===== config.mk =====
export PLATFORM = sky130hd
export DESIGN_NAME = nvm_write_ctrl
export DESIGN_NICKNAME = d
export VERILOG_FILES = /design/src/rtl/nvm_pkg.sv /design/src/rtl/nvm_unlock_seq.sv /design/src/rtl/nvm_hold_bank.sv /design/src/rtl/nvm_array_stub.sv /design/src/rtl/nvm_write_ctrl.sv
export SDC_FILE = /design/constraint.sdc
export NUM_CORES = 1
export LEC_CHECK = 0
export BUFFER_PORTS_ARGS = -buffer_cell sky130_fd_sc_hd__buf_2
export CAP_MARGIN = 20
export CORE_ASPECT_RATIO = 2
export CORE_MARGIN = 2
export CORE_UTILIZATION = 40
export CTS_CLUSTER_SIZE = 16
export DETAILED_ROUTE_END_ITERATION = 12
export PLACE_DENSITY = 0.63
export SETUP_SLACK_MARGIN = 0.5
export SYNTH_ARGS = -nofsm -noshare
export SYNTH_HDL_FRONTEND = slang
export SYNTH_SLANG_ARGS = --single-unit
export TNS_END_PERCENT = 100

===== constraint.sdc =====
create_clock -name clk -period 6.9 [get_ports clk]
set_clock_uncertainty 0.15 [all_clocks]
set_input_delay 1.035 -clock clk [delete_from_list [all_inputs] [get_ports clk]]
set_output_delay 1.035 -clock clk [all_outputs]
set_load 0.02 [all_outputs]

===== src/rtl/nvm_pkg.sv =====
// Package: shared types and register addresses for the nonvolatile write controller.
// Assumes a byte-wide register bus with a 3-bit address.
package nvm_pkg;

    typedef enum logic [1:0] {
        SPACE_DATA = 2'd0,
        SPACE_PROG = 2'd1,
        SPACE_CFG  = 2'd2
    } nvm_space_e;

    typedef enum logic [1:0] {
        UL_IDLE  = 2'd0,
        UL_HALF  = 2'd1,
        UL_ARMED = 2'd2
    } unlock_state_e;

    localparam logic [2:0] REG_CTRL   = 3'd0;
    localparam logic [2:0] REG_UNLOCK = 3'd1;
    localparam logic [2:0] REG_PTRL   = 3'd2;
    localparam logic [2:0] REG_PTRH   = 3'd3;
    localparam logic [2:0] REG_DATA   = 3'd4;
    localparam logic [2:0] REG_TLAT   = 3'd5;
    localparam logic [2:0] REG_TBLWR  = 3'd6;
    localparam logic [2:0] REG_HVIEW  = 3'd7;

    localparam int CB_GO    = 0;
    localparam int CB_WEN   = 1;
    localparam int CB_ERASE = 2;
    localparam int CB_ERR   = 3;
    localparam int CB_DONE  = 4;
    localparam int CB_CFG   = 5;
    localparam int CB_PROG  = 6;
    localparam int CB_BUSY  = 7;

endpackage


===== src/rtl/nvm_unlock_seq.sv =====
// Module: two-key unlock detector.
// Tracks consecutive bus writes; arms after KEY_A then KEY_B to the unlock
// register. Any bus write consumes the armed state. Idle cycles do not break it.
// Assumes one bus write per cycle at most.
module nvm_unlock_seq
    import nvm_pkg::*;
#(
    parameter int           BYTE_W = 8,
    parameter logic [7:0]   KEY_A  = 8'h55,
    parameter logic [7:0]   KEY_B  = 8'hAA
) (
    input  logic              clk,
    input  logic              rst_n,
    input  logic              wr,
    input  logic [2:0]        addr,
    input  logic [BYTE_W-1:0] wdata,
    output logic              armed
);

    unlock_state_e state_q;
    logic          hit_a;
    logic          hit_b;

    // Decode the two key writes.
    always_comb begin
        hit_a = (addr == REG_UNLOCK) && (wdata == BYTE_W'(KEY_A));
        hit_b = (addr == REG_UNLOCK) && (wdata == BYTE_W'(KEY_B));
    end

    // Advance the sequence on every bus write.
    always_ff @(posedge clk) begin
        if (!rst_n) begin
            state_q <= UL_IDLE;
        end else if (wr) begin
            case (state_q)
                UL_IDLE:  state_q <= hit_a ? UL_HALF : UL_IDLE;
                UL_HALF:  state_q <= hit_b ? UL_ARMED : (hit_a ? UL_HALF : UL_IDLE);
                default:  state_q <= hit_a ? UL_HALF : UL_IDLE;
            endcase
        end
    end

    assign armed = (state_q == UL_ARMED);

endmodule


===== src/rtl/nvm_hold_bank.sv =====
// Module: bank of byte-wide holding latches for program-row writes.
// A table write loads one byte chosen by idx; clr refills every byte with
// FILL. clr has priority over a same-cycle load.
module nvm_hold_bank #(
    parameter int         N_HOLD = 8,
    parameter int         BYTE_W = 8,
    parameter logic [7:0] FILL   = 8'hFF,
    localparam int        IDX_W  = $clog2(N_HOLD)
) (
    input  logic                     clk,
    input  logic                     rst_n,
    input  logic                     load,
    input  logic [IDX_W-1:0]         idx,
    input  logic [BYTE_W-1:0]        wdata,
    input  logic                     clr,
    input  logic [IDX_W-1:0]         rd_idx,
    output logic [BYTE_W-1:0]        rd_data,
    output logic [N_HOLD*BYTE_W-1:0] flat
);

    logic [BYTE_W-1:0] hold_q [N_HOLD];

    for (genvar gi = 0; gi < N_HOLD; gi++) begin : g_byte
        // Hold one byte: refill on reset or clear, load on a matching table write.
        always_ff @(posedge clk) begin
            if (!rst_n || clr) begin
                hold_q[gi] <= BYTE_W'(FILL);
            end else if (load && (idx == IDX_W'(gi))) begin
                hold_q[gi] <= wdata;
            end
        end
        assign flat[gi*BYTE_W +: BYTE_W] = hold_q[gi];
    end

    assign rd_data = hold_q[rd_idx];

endmodule


===== src/rtl/nvm_array_stub.sv =====
// Module: behavioural stand-in for the array's busy time.
// A go pulse starts a BUSY_CYCLES-long busy window; done is high in its last
// cycle. Assumes BUSY_CYCLES >= 2 and that go is not raised while busy.
module nvm_array_stub #(
    parameter int  BUSY_CYCLES = 6,
    localparam int CNT_W       = $clog2(BUSY_CYCLES + 1)
) (
    input  logic clk,
    input  logic rst_n,
    input  logic go,
    output logic busy,
    output logic done
);

    logic [CNT_W-1:0] cnt_q;

    // Load the busy window on go, count it down otherwise.
    always_ff @(posedge clk) begin
        if (!rst_n) begin
            cnt_q <= '0;
        end else if (go) begin
            cnt_q <= CNT_W'(BUSY_CYCLES);
        end else if (cnt_q != '0) begin
            cnt_q <= cnt_q - 1'b1;
        end
    end

    assign busy = (cnt_q != '0);
    assign done = (cnt_q == CNT_W'(1));

endmodule


===== src/rtl/nvm_write_ctrl.sv =====
// Module: nonvolatile write controller top.
// Holds the control, pointer, data and table-latch registers. Gates start on
// the unlock sequence and write enable, latches the operation, and times it
// with the array stub. At completion it pulses mem_strobe with the latched
// space, address and data. por_n clears everything. ext_rst_n clears all
// but the error flag, which it sets when an operation is running.
// Assumes a 16-bit pointer made of two byte registers.
module nvm_write_ctrl
    import nvm_pkg::*;
#(
    parameter int  N_HOLD      = 8,
    parameter int  BYTE_W      = 8,
    parameter int  BUSY_CYCLES = 6,
    localparam int IDX_W       = $clog2(N_HOLD),
    localparam int ADDR_W      = 2 * BYTE_W,
    localparam int ROW_W       = N_HOLD * BYTE_W
) (
    input  logic              clk,
    input  logic              por_n,
    input  logic              ext_rst_n,
    input  logic              bus_wr,
    input  logic [2:0]        bus_addr,
    input  logic [BYTE_W-1:0] bus_wdata,
    output logic [BYTE_W-1:0] bus_rdata,
    output logic              mem_strobe,
    output logic [1:0]        mem_space,
    output logic              mem_erase,
    output logic [ADDR_W-1:0] mem_addr,
    output logic [ROW_W-1:0]  mem_data
);

    logic              rst_sys_n;
    logic              wr_ctrl;
    logic              wr_tbl;
    logic              armed;
    logic              accept;
    logic              op_busy;
    logic              op_done;

    logic              go_q;
    logic              wen_q;
    logic              erase_q;
    logic              err_q;
    logic              flag_q;
    logic              cfg_q;
    logic              prog_q;
    logic [BYTE_W-1:0] ptrl_q;
    logic [BYTE_W-1:0] ptrh_q;
    logic [BYTE_W-1:0] data_q;
    logic [BYTE_W-1:0] tlat_q;

    logic [ADDR_W-1:0] ptr_full;
    logic [ADDR_W-1:0] row_addr;
    logic [BYTE_W-1:0] hold_rd;
    logic [ROW_W-1:0]  hold_flat;
    logic              hold_clr;

    nvm_space_e        sel_space;
    logic [ADDR_W-1:0] sel_addr;
    logic [ROW_W-1:0]  sel_data;

    nvm_space_e        op_space_q;
    logic              op_erase_q;
    logic [ADDR_W-1:0] op_addr_q;
    logic [ROW_W-1:0]  op_data_q;
    logic              strobe_q;

    // Combine the two reset sources for everything but the error flag.
    assign rst_sys_n = por_n && ext_rst_n;

    // Decode bus writes and the start acceptance condition.
    always_comb begin
        wr_ctrl = bus_wr && (bus_addr == REG_CTRL);
        wr_tbl  = bus_wr && (bus_addr == REG_TBLWR);
        accept  = wr_ctrl && bus_wdata[CB_GO] && armed && wen_q && !go_q;
    end

    nvm_unlock_seq #(
        .BYTE_W (BYTE_W)
    ) unlock_i (
        .clk   (clk),
        .rst_n (rst_sys_n),
        .wr    (bus_wr),
        .addr  (bus_addr),
        .wdata (bus_wdata),
        .armed (armed)
    );

    nvm_array_stub #(
        .BUSY_CYCLES (BUSY_CYCLES)
    ) stub_i (
        .clk   (clk),
        .rst_n (rst_sys_n),
        .go    (accept),
        .busy  (op_busy),
        .done  (op_done)
    );

    assign hold_clr = op_done && (op_space_q == SPACE_PROG) && !op_erase_q;

    nvm_hold_bank #(
        .N_HOLD (N_HOLD),
        .BYTE_W (BYTE_W)
    ) hold_i (
        .clk     (clk),
        .rst_n   (rst_sys_n),
        .load    (wr_tbl),
        .idx     (ptrl_q[IDX_W-1:0]),
        .wdata   (tlat_q),
        .clr     (hold_clr),
        .rd_idx  (ptrl_q[IDX_W-1:0]),
        .rd_data (hold_rd),
        .flat    (hold_flat)
    );

    // Start bit: set only by an accepted request, cleared only at completion or reset.
    always_ff @(posedge clk) begin
        if (!rst_sys_n) begin
            go_q <= 1'b0;
        end else if (op_done) begin
            go_q <= 1'b0;
        end else if (accept) begin
            go_q <= 1'b1;
        end
    end

    // Error flag: set by an external reset mid-operation, cleared by software or power-on.
    always_ff @(posedge clk) begin
        if (!por_n) begin
            err_q <= 1'b0;
        end else if (!ext_rst_n) begin
            if (go_q) begin
                err_q <= 1'b1;
            end
        end else if (wr_ctrl && !bus_wdata[CB_ERR]) begin
            err_q <= 1'b0;
        end
    end

    // Done flag: set at completion, cleared by a control write with the bit low.
    always_ff @(posedge clk) begin
        if (!rst_sys_n) begin
            flag_q <= 1'b0;
        end else if (op_done) begin
            flag_q <= 1'b1;
        end else if (wr_ctrl && !bus_wdata[CB_DONE]) begin
            flag_q <= 1'b0;
        end
    end

    // Plain control bits: load on any control write.
    always_ff @(posedge clk) begin
        if (!rst_sys_n) begin
            wen_q   <= 1'b0;
            erase_q <= 1'b0;
            cfg_q   <= 1'b0;
            prog_q  <= 1'b0;
        end else if (wr_ctrl) begin
            wen_q   <= bus_wdata[CB_WEN];
            erase_q <= bus_wdata[CB_ERASE];
            cfg_q   <= bus_wdata[CB_CFG];
            prog_q  <= bus_wdata[CB_PROG];
        end
    end

    // Pointer, data and table latch registers.
    always_ff @(posedge clk) begin
        if (!rst_sys_n) begin
            ptrl_q <= '0;
            ptrh_q <= '0;
            data_q <= '0;
            tlat_q <= '0;
        end else if (bus_wr) begin
            case (bus_addr)
                REG_PTRL: ptrl_q <= bus_wdata;
                REG_PTRH: ptrh_q <= bus_wdata;
                REG_DATA: data_q <= bus_wdata;
                REG_TLAT: tlat_q <= bus_wdata;
                default:  ;
            endcase
        end
    end

    // Pick the space, address and data an accepted request will commit.
    always_comb begin
        ptr_full = {ptrh_q, ptrl_q};
        row_addr = ptr_full & ~ADDR_W'(N_HOLD - 1);
        if (cfg_q) begin
            sel_space = SPACE_CFG;
        end else if (prog_q) begin
            sel_space = SPACE_PROG;
        end else begin
            sel_space = SPACE_DATA;
        end
        sel_addr = (sel_space == SPACE_PROG) ? row_addr : ptr_full;
        if (erase_q) begin
            sel_data = '1;
        end else if (sel_space == SPACE_PROG) begin
            sel_data = hold_flat;
        end else begin
            sel_data = ROW_W'(data_q);
        end
    end

    // Latch the operation descriptor on acceptance.
    always_ff @(posedge clk) begin
        if (!rst_sys_n) begin
            op_space_q <= SPACE_DATA;
            op_erase_q <= 1'b0;
            op_addr_q  <= '0;
            op_data_q  <= '0;
        end else if (accept) begin
            op_space_q <= sel_space;
            op_erase_q <= erase_q;
            op_addr_q  <= sel_addr;
            op_data_q  <= (sel_space == SPACE_PROG) && !erase_q ? hold_flat : sel_data;
        end
    end

    // Commit pulse, one cycle after the last busy cycle's edge.
    always_ff @(posedge clk) begin
        if (!rst_sys_n) begin
            strobe_q <= 1'b0;
        end else begin
            strobe_q <= op_done;
        end
    end

    // Register read multiplexer.
    always_comb begin
        case (bus_addr)
            REG_CTRL:  bus_rdata = {op_busy, prog_q, cfg_q, flag_q, err_q, erase_q, wen_q, go_q};
            REG_PTRL:  bus_rdata = ptrl_q;
            REG_PTRH:  bus_rdata = ptrh_q;
            REG_DATA:  bus_rdata = data_q;
            REG_TLAT:  bus_rdata = tlat_q;
            REG_HVIEW: bus_rdata = hold_rd;
            default:   bus_rdata = '0;
        endcase
    end

    assign mem_strobe = strobe_q;
    assign mem_space  = op_space_q;
    assign mem_erase  = op_erase_q;
    assign mem_addr   = op_addr_q;
    assign mem_data   = op_data_q;

endmodule


==> results_tabular.tex <==
\begin{tabular}{lr}
\hline
Metric & Value \\
\hline
\multicolumn{2}{l}{\textbf{Drt}} \\
Total via count after detailed routing & 6538 \\
DRT iter0 DRCs & 465 \\
Antenna Violating Nets Remaining & 0 \\
Detailed-route DRC error count & 0 \\
Avg Vias per Cell & 5.44 \\
First-pass detailed-route iteration total & 5 \\
Routed WL & 23600 um \\
WL per Instance & 19.7 um \\
\multicolumn{2}{l}{\textbf{Die}} \\
Number of ports placed on the die boundary & 107 \\
Horizontal die dimension & 107 um \\
Starting utilization of the core area & 40.6\% \\
Vertical extent of the die & 210 um \\
Core area & 20800 um2 \\
Total die area & 22400 um2 \\
Floorplan row count & 75 \\
\multicolumn{2}{l}{\textbf{Timing}} \\
Sum of negative setup slack & 0 ns \\
Count of endpoints failing setup in the final report & 0 \\
Tcrit/Tclk final & 55.4\% \\
Final Critical Period & 3.82 ns \\
Setup repair after global routing missed its margin & false \\
Final-report max-slew violation count & 0 \\
Final Hold Fails & 0 \\
Worst-Margin Slew & 1.07 ns \\
Worst slew margin relative to its limit & 27.9\% \\
Achievable frequency & 0.261 GHz \\
\multicolumn{2}{l}{\textbf{Final layout}} \\
Leading cell types in the layout, fill and taps excluded & dfxtp\_1, buf\_2, nand2\_1, nor2\_1, nor3\_1 \\
Antenna cell count & 0 \\
Layout cell share with drive strength beyond 1 & 28.1\% \\
Most frequent standard cell in the layout excluding fill and tap cells & dfxtp\_1 \\
Layout net count & 936 \\
Number of standard cells in the layout, taps in and fillers out & 1201 \\
Area growth, synth to finish & 16.1\% \\
\multicolumn{2}{l}{\textbf{Critical path}} \\
Maximum fanout encountered on the critical timing path & 15 \\
Worst Setup End Kind & output pin \\
Data arrival time at the worst-slack endpoint & 2.64 ns \\
Critical path class & input port to output pin \\
Crit path required time & 5.71 ns \\
Setup crit start kind & input port \\
Worst R2R Path Depth & 5 \\
\multicolumn{2}{l}{\textbf{Power}} \\
Leakage power & 0.00319 uW \\
Pwr Total & 2360 uW \\
Worst vdd ir & 0.000193 V \\
Power per Cell Area & 241 nW/um2 \\
\multicolumn{2}{l}{\textbf{Place}} \\
Post-detail-place hpwl & 17200 um \\
Count of placed standard cells including taps & 1165 \\
IO Port Bufs & 106 \\
Final weighted congestion in routability-driven placement & 0.943 \\
\multicolumn{2}{l}{\textbf{Global route}} \\
Total congestion overflow & 0 \\
First-pass GRT wire length & 36900 um \\
Initial antenna violation count & 0 \\
Pin count of the biggest net entering global routing & 88 \\
Overall routing resource usage & 21.9\% \\
Via count of the first global-routing pass & 6418 \\
\multicolumn{2}{l}{\textbf{Synth}} \\
Count of warnings emitted by yosys & 0 \\
Number of instances in the synthesized netlist & 847 \\
Sequential cell area fraction in the yosys report & 53.7\% \\
Syn Area/Cell & 9.98 um2 \\
Post-synth cell types & 41 \\
Cell area after synthesis & 8460 um2 \\
Register bit total from synthesis & 195 \\
Net Count, Synth & 864 \\
\multicolumn{2}{l}{\textbf{Hold path}} \\
Hold depth & 2 \\
Path class of the lowest-slack min-delay path & register to register \\
\multicolumn{2}{l}{\textbf{Job}} \\
Number of max-capacitance violations reported & 0 \\
\multicolumn{2}{l}{\textbf{Clock tree}} \\
Bufs on Longest Clock Path & 2 \\
Post CTS Setup Buffer Count & 0 \\
Clock latency reported for the late side of the worst-skew pair & 0.44 ns \\
Clock tree from TritonCTS & yes \\
CTS-repair resized insts & 0 \\
Clock Sink Count & 195 \\
Root buffer cell & clkbuf\_16 \\
Hold-fix buffers, CTS & 0 \\
CTS buffer count & 17 \\
Clk pin slew, worst setup/hold paths & 0.07 ns \\
Number of H-tree branching levels & 4 \\
\multicolumn{2}{l}{\textbf{Run status}} \\
Status & complete, no violations \\
\hline
\end{tabular}
cell usage after synthesis:
master     number  area [um2]
clkbuf_1       51         191
a21oi_1        58         290
nand2b_1       17         106
o21ai_0        14        70.1
nand3_1        11        55.1
buf_6           4        45.0
a211oi_1       31         233
nor3b_1         1        7.51
a2111oi_0       7        61.3
a221oi_1        4        35.0
inv_1           4        15.0
mux2_2          4        45.0
nand4_1         4        25.0
a31oi_1         2        12.5
nor3_1         69         345
or4b_1          1        10.0
a211oi_2       29         363
a22oi_1         9        67.6
xor2_1          1        8.76
a2111oi_2       1        15.0
dfxtp_1       131        2620
buf_2           9        45.0
or3_1           2        12.5
nor4b_1         1        8.76
and3_1          5        31.3
mux4_2         16         360
nand2_1       111         417
buf_1           4        15.0
o31ai_1         2        15.0
or4_1           2        15.0
o211ai_1        4        30.0
and2_1         11        68.8
nor2_1         82         308
a21boi_0        1        7.51
nor4_2          1        12.5
or2_2          56         350
ha_1            2        25.0
edfxtp_1       64        1920
mux2i_1        12         120
nor2b_1         6        37.5
nor4bb_1        3        30.0
per-stage QoR:
| step | utilization (%) | setup slack, ns | hold WS [ns] | instance area, um2 |
|---|---|---|---|---|
| 2_1_floorplan | - | 3.52 | 0.295 | 8460 |
| 3_3_place_gp | 43.7 | 3.01 | 0.292 | 9110 |
| 3_5_place_dp | 43.8 | 2.94 | 0.297 | 9130 |
| 4_1_cts | 46.9 | 2.79 | 0.308 | 9780 |
| 5_1_grt | 47.1 | 2.86 | 0.335 | 9810 |
| 6_report | 47.1 | 3.08 | 0.306 | 9810 |
layout make-up:
type,instances,area (um2)
Multi-Input combinational cell,580,3630
Tap cell,269,337
Clock buffer,18,429
Sequential cell,195,4550
Inverter,4,15.0
Fill cell,1988,11000
Timing Repair Buffer,121,638
Clock inverter,14,223
path summary, 6_finish.rpt:
path                            start                         to  slack [ns]
max                       bus_addr[2]               bus_rdata[3]        3.08
min          mem_addr[7]$_SDFFE_PN0P_   mem_addr[7]$_SDFFE_PN0P_        0.31
max reg2reg         go_q$_SDFFE_PP0P_  mem_data[45]$_SDFFE_PN0P_        4.50
min reg2reg  mem_addr[7]$_SDFFE_PN0P_   mem_addr[7]$_SDFFE_PN0P_        0.31
critical path: stages:
cell and delay (ns):
buf_2 0.26, nor2b_1 0.66, a221oi_1 0.20, o21ai_0 0.27, buf_2 0.21
state kept, by name, summed over array words and instances, names as in the netlist, 2 cells and up, named ones only:
name / cells
hold_i.hold_q: 64
mem_data: 64
ptrh_q: 8
mem_addr: 16
unlock_i.state_q: 2
tlat_q: 8
mem_space: 2
data_q: 8
ptrl_q: 8
stub_i.cnt_q: 3
where the power goes:
group / leakage [uW] / switching (uW) / internal [uW] / total, uW
sequential: 0.00153 / 5.30 / 1180 / 1190
combinational: 0.00135 / 56.5 / 20.0 / 76.5
clock: 0.000309 / 447 / 648 / 1100
routing by layer:
| metal | vias to the layer above | track usage [%] | wire [um] |
|---|---|---|---|
| met5 | - | 0 | 0 |
| met1 | 3115 | 24.9 | 8890 |
| met3 | 60 | 4.01 | 1060 |
| li1 | 3156 | - | - |
| met4 | 0 | 11.8 | 1170 |
| met2 | 207 | 38.4 | 12500 |
logic make-up (layout without fill, tap and decap cells):
kind of cell,Yosys count,count (layout),share of synthesized area (%)
adder cells (fa/ha/maj),2,2,0.296
XOR/XNOR,1,1,0.104
buffers and inverters,72,157,3.68
AO/OA/AOI/OAI,162,162,14.2
AND/OR/NAND/NOR,383,383,21.8
multiplexers,32,32,6.21
flip-flops,195,195,53.7
Power figures use the tool's default switching activity.
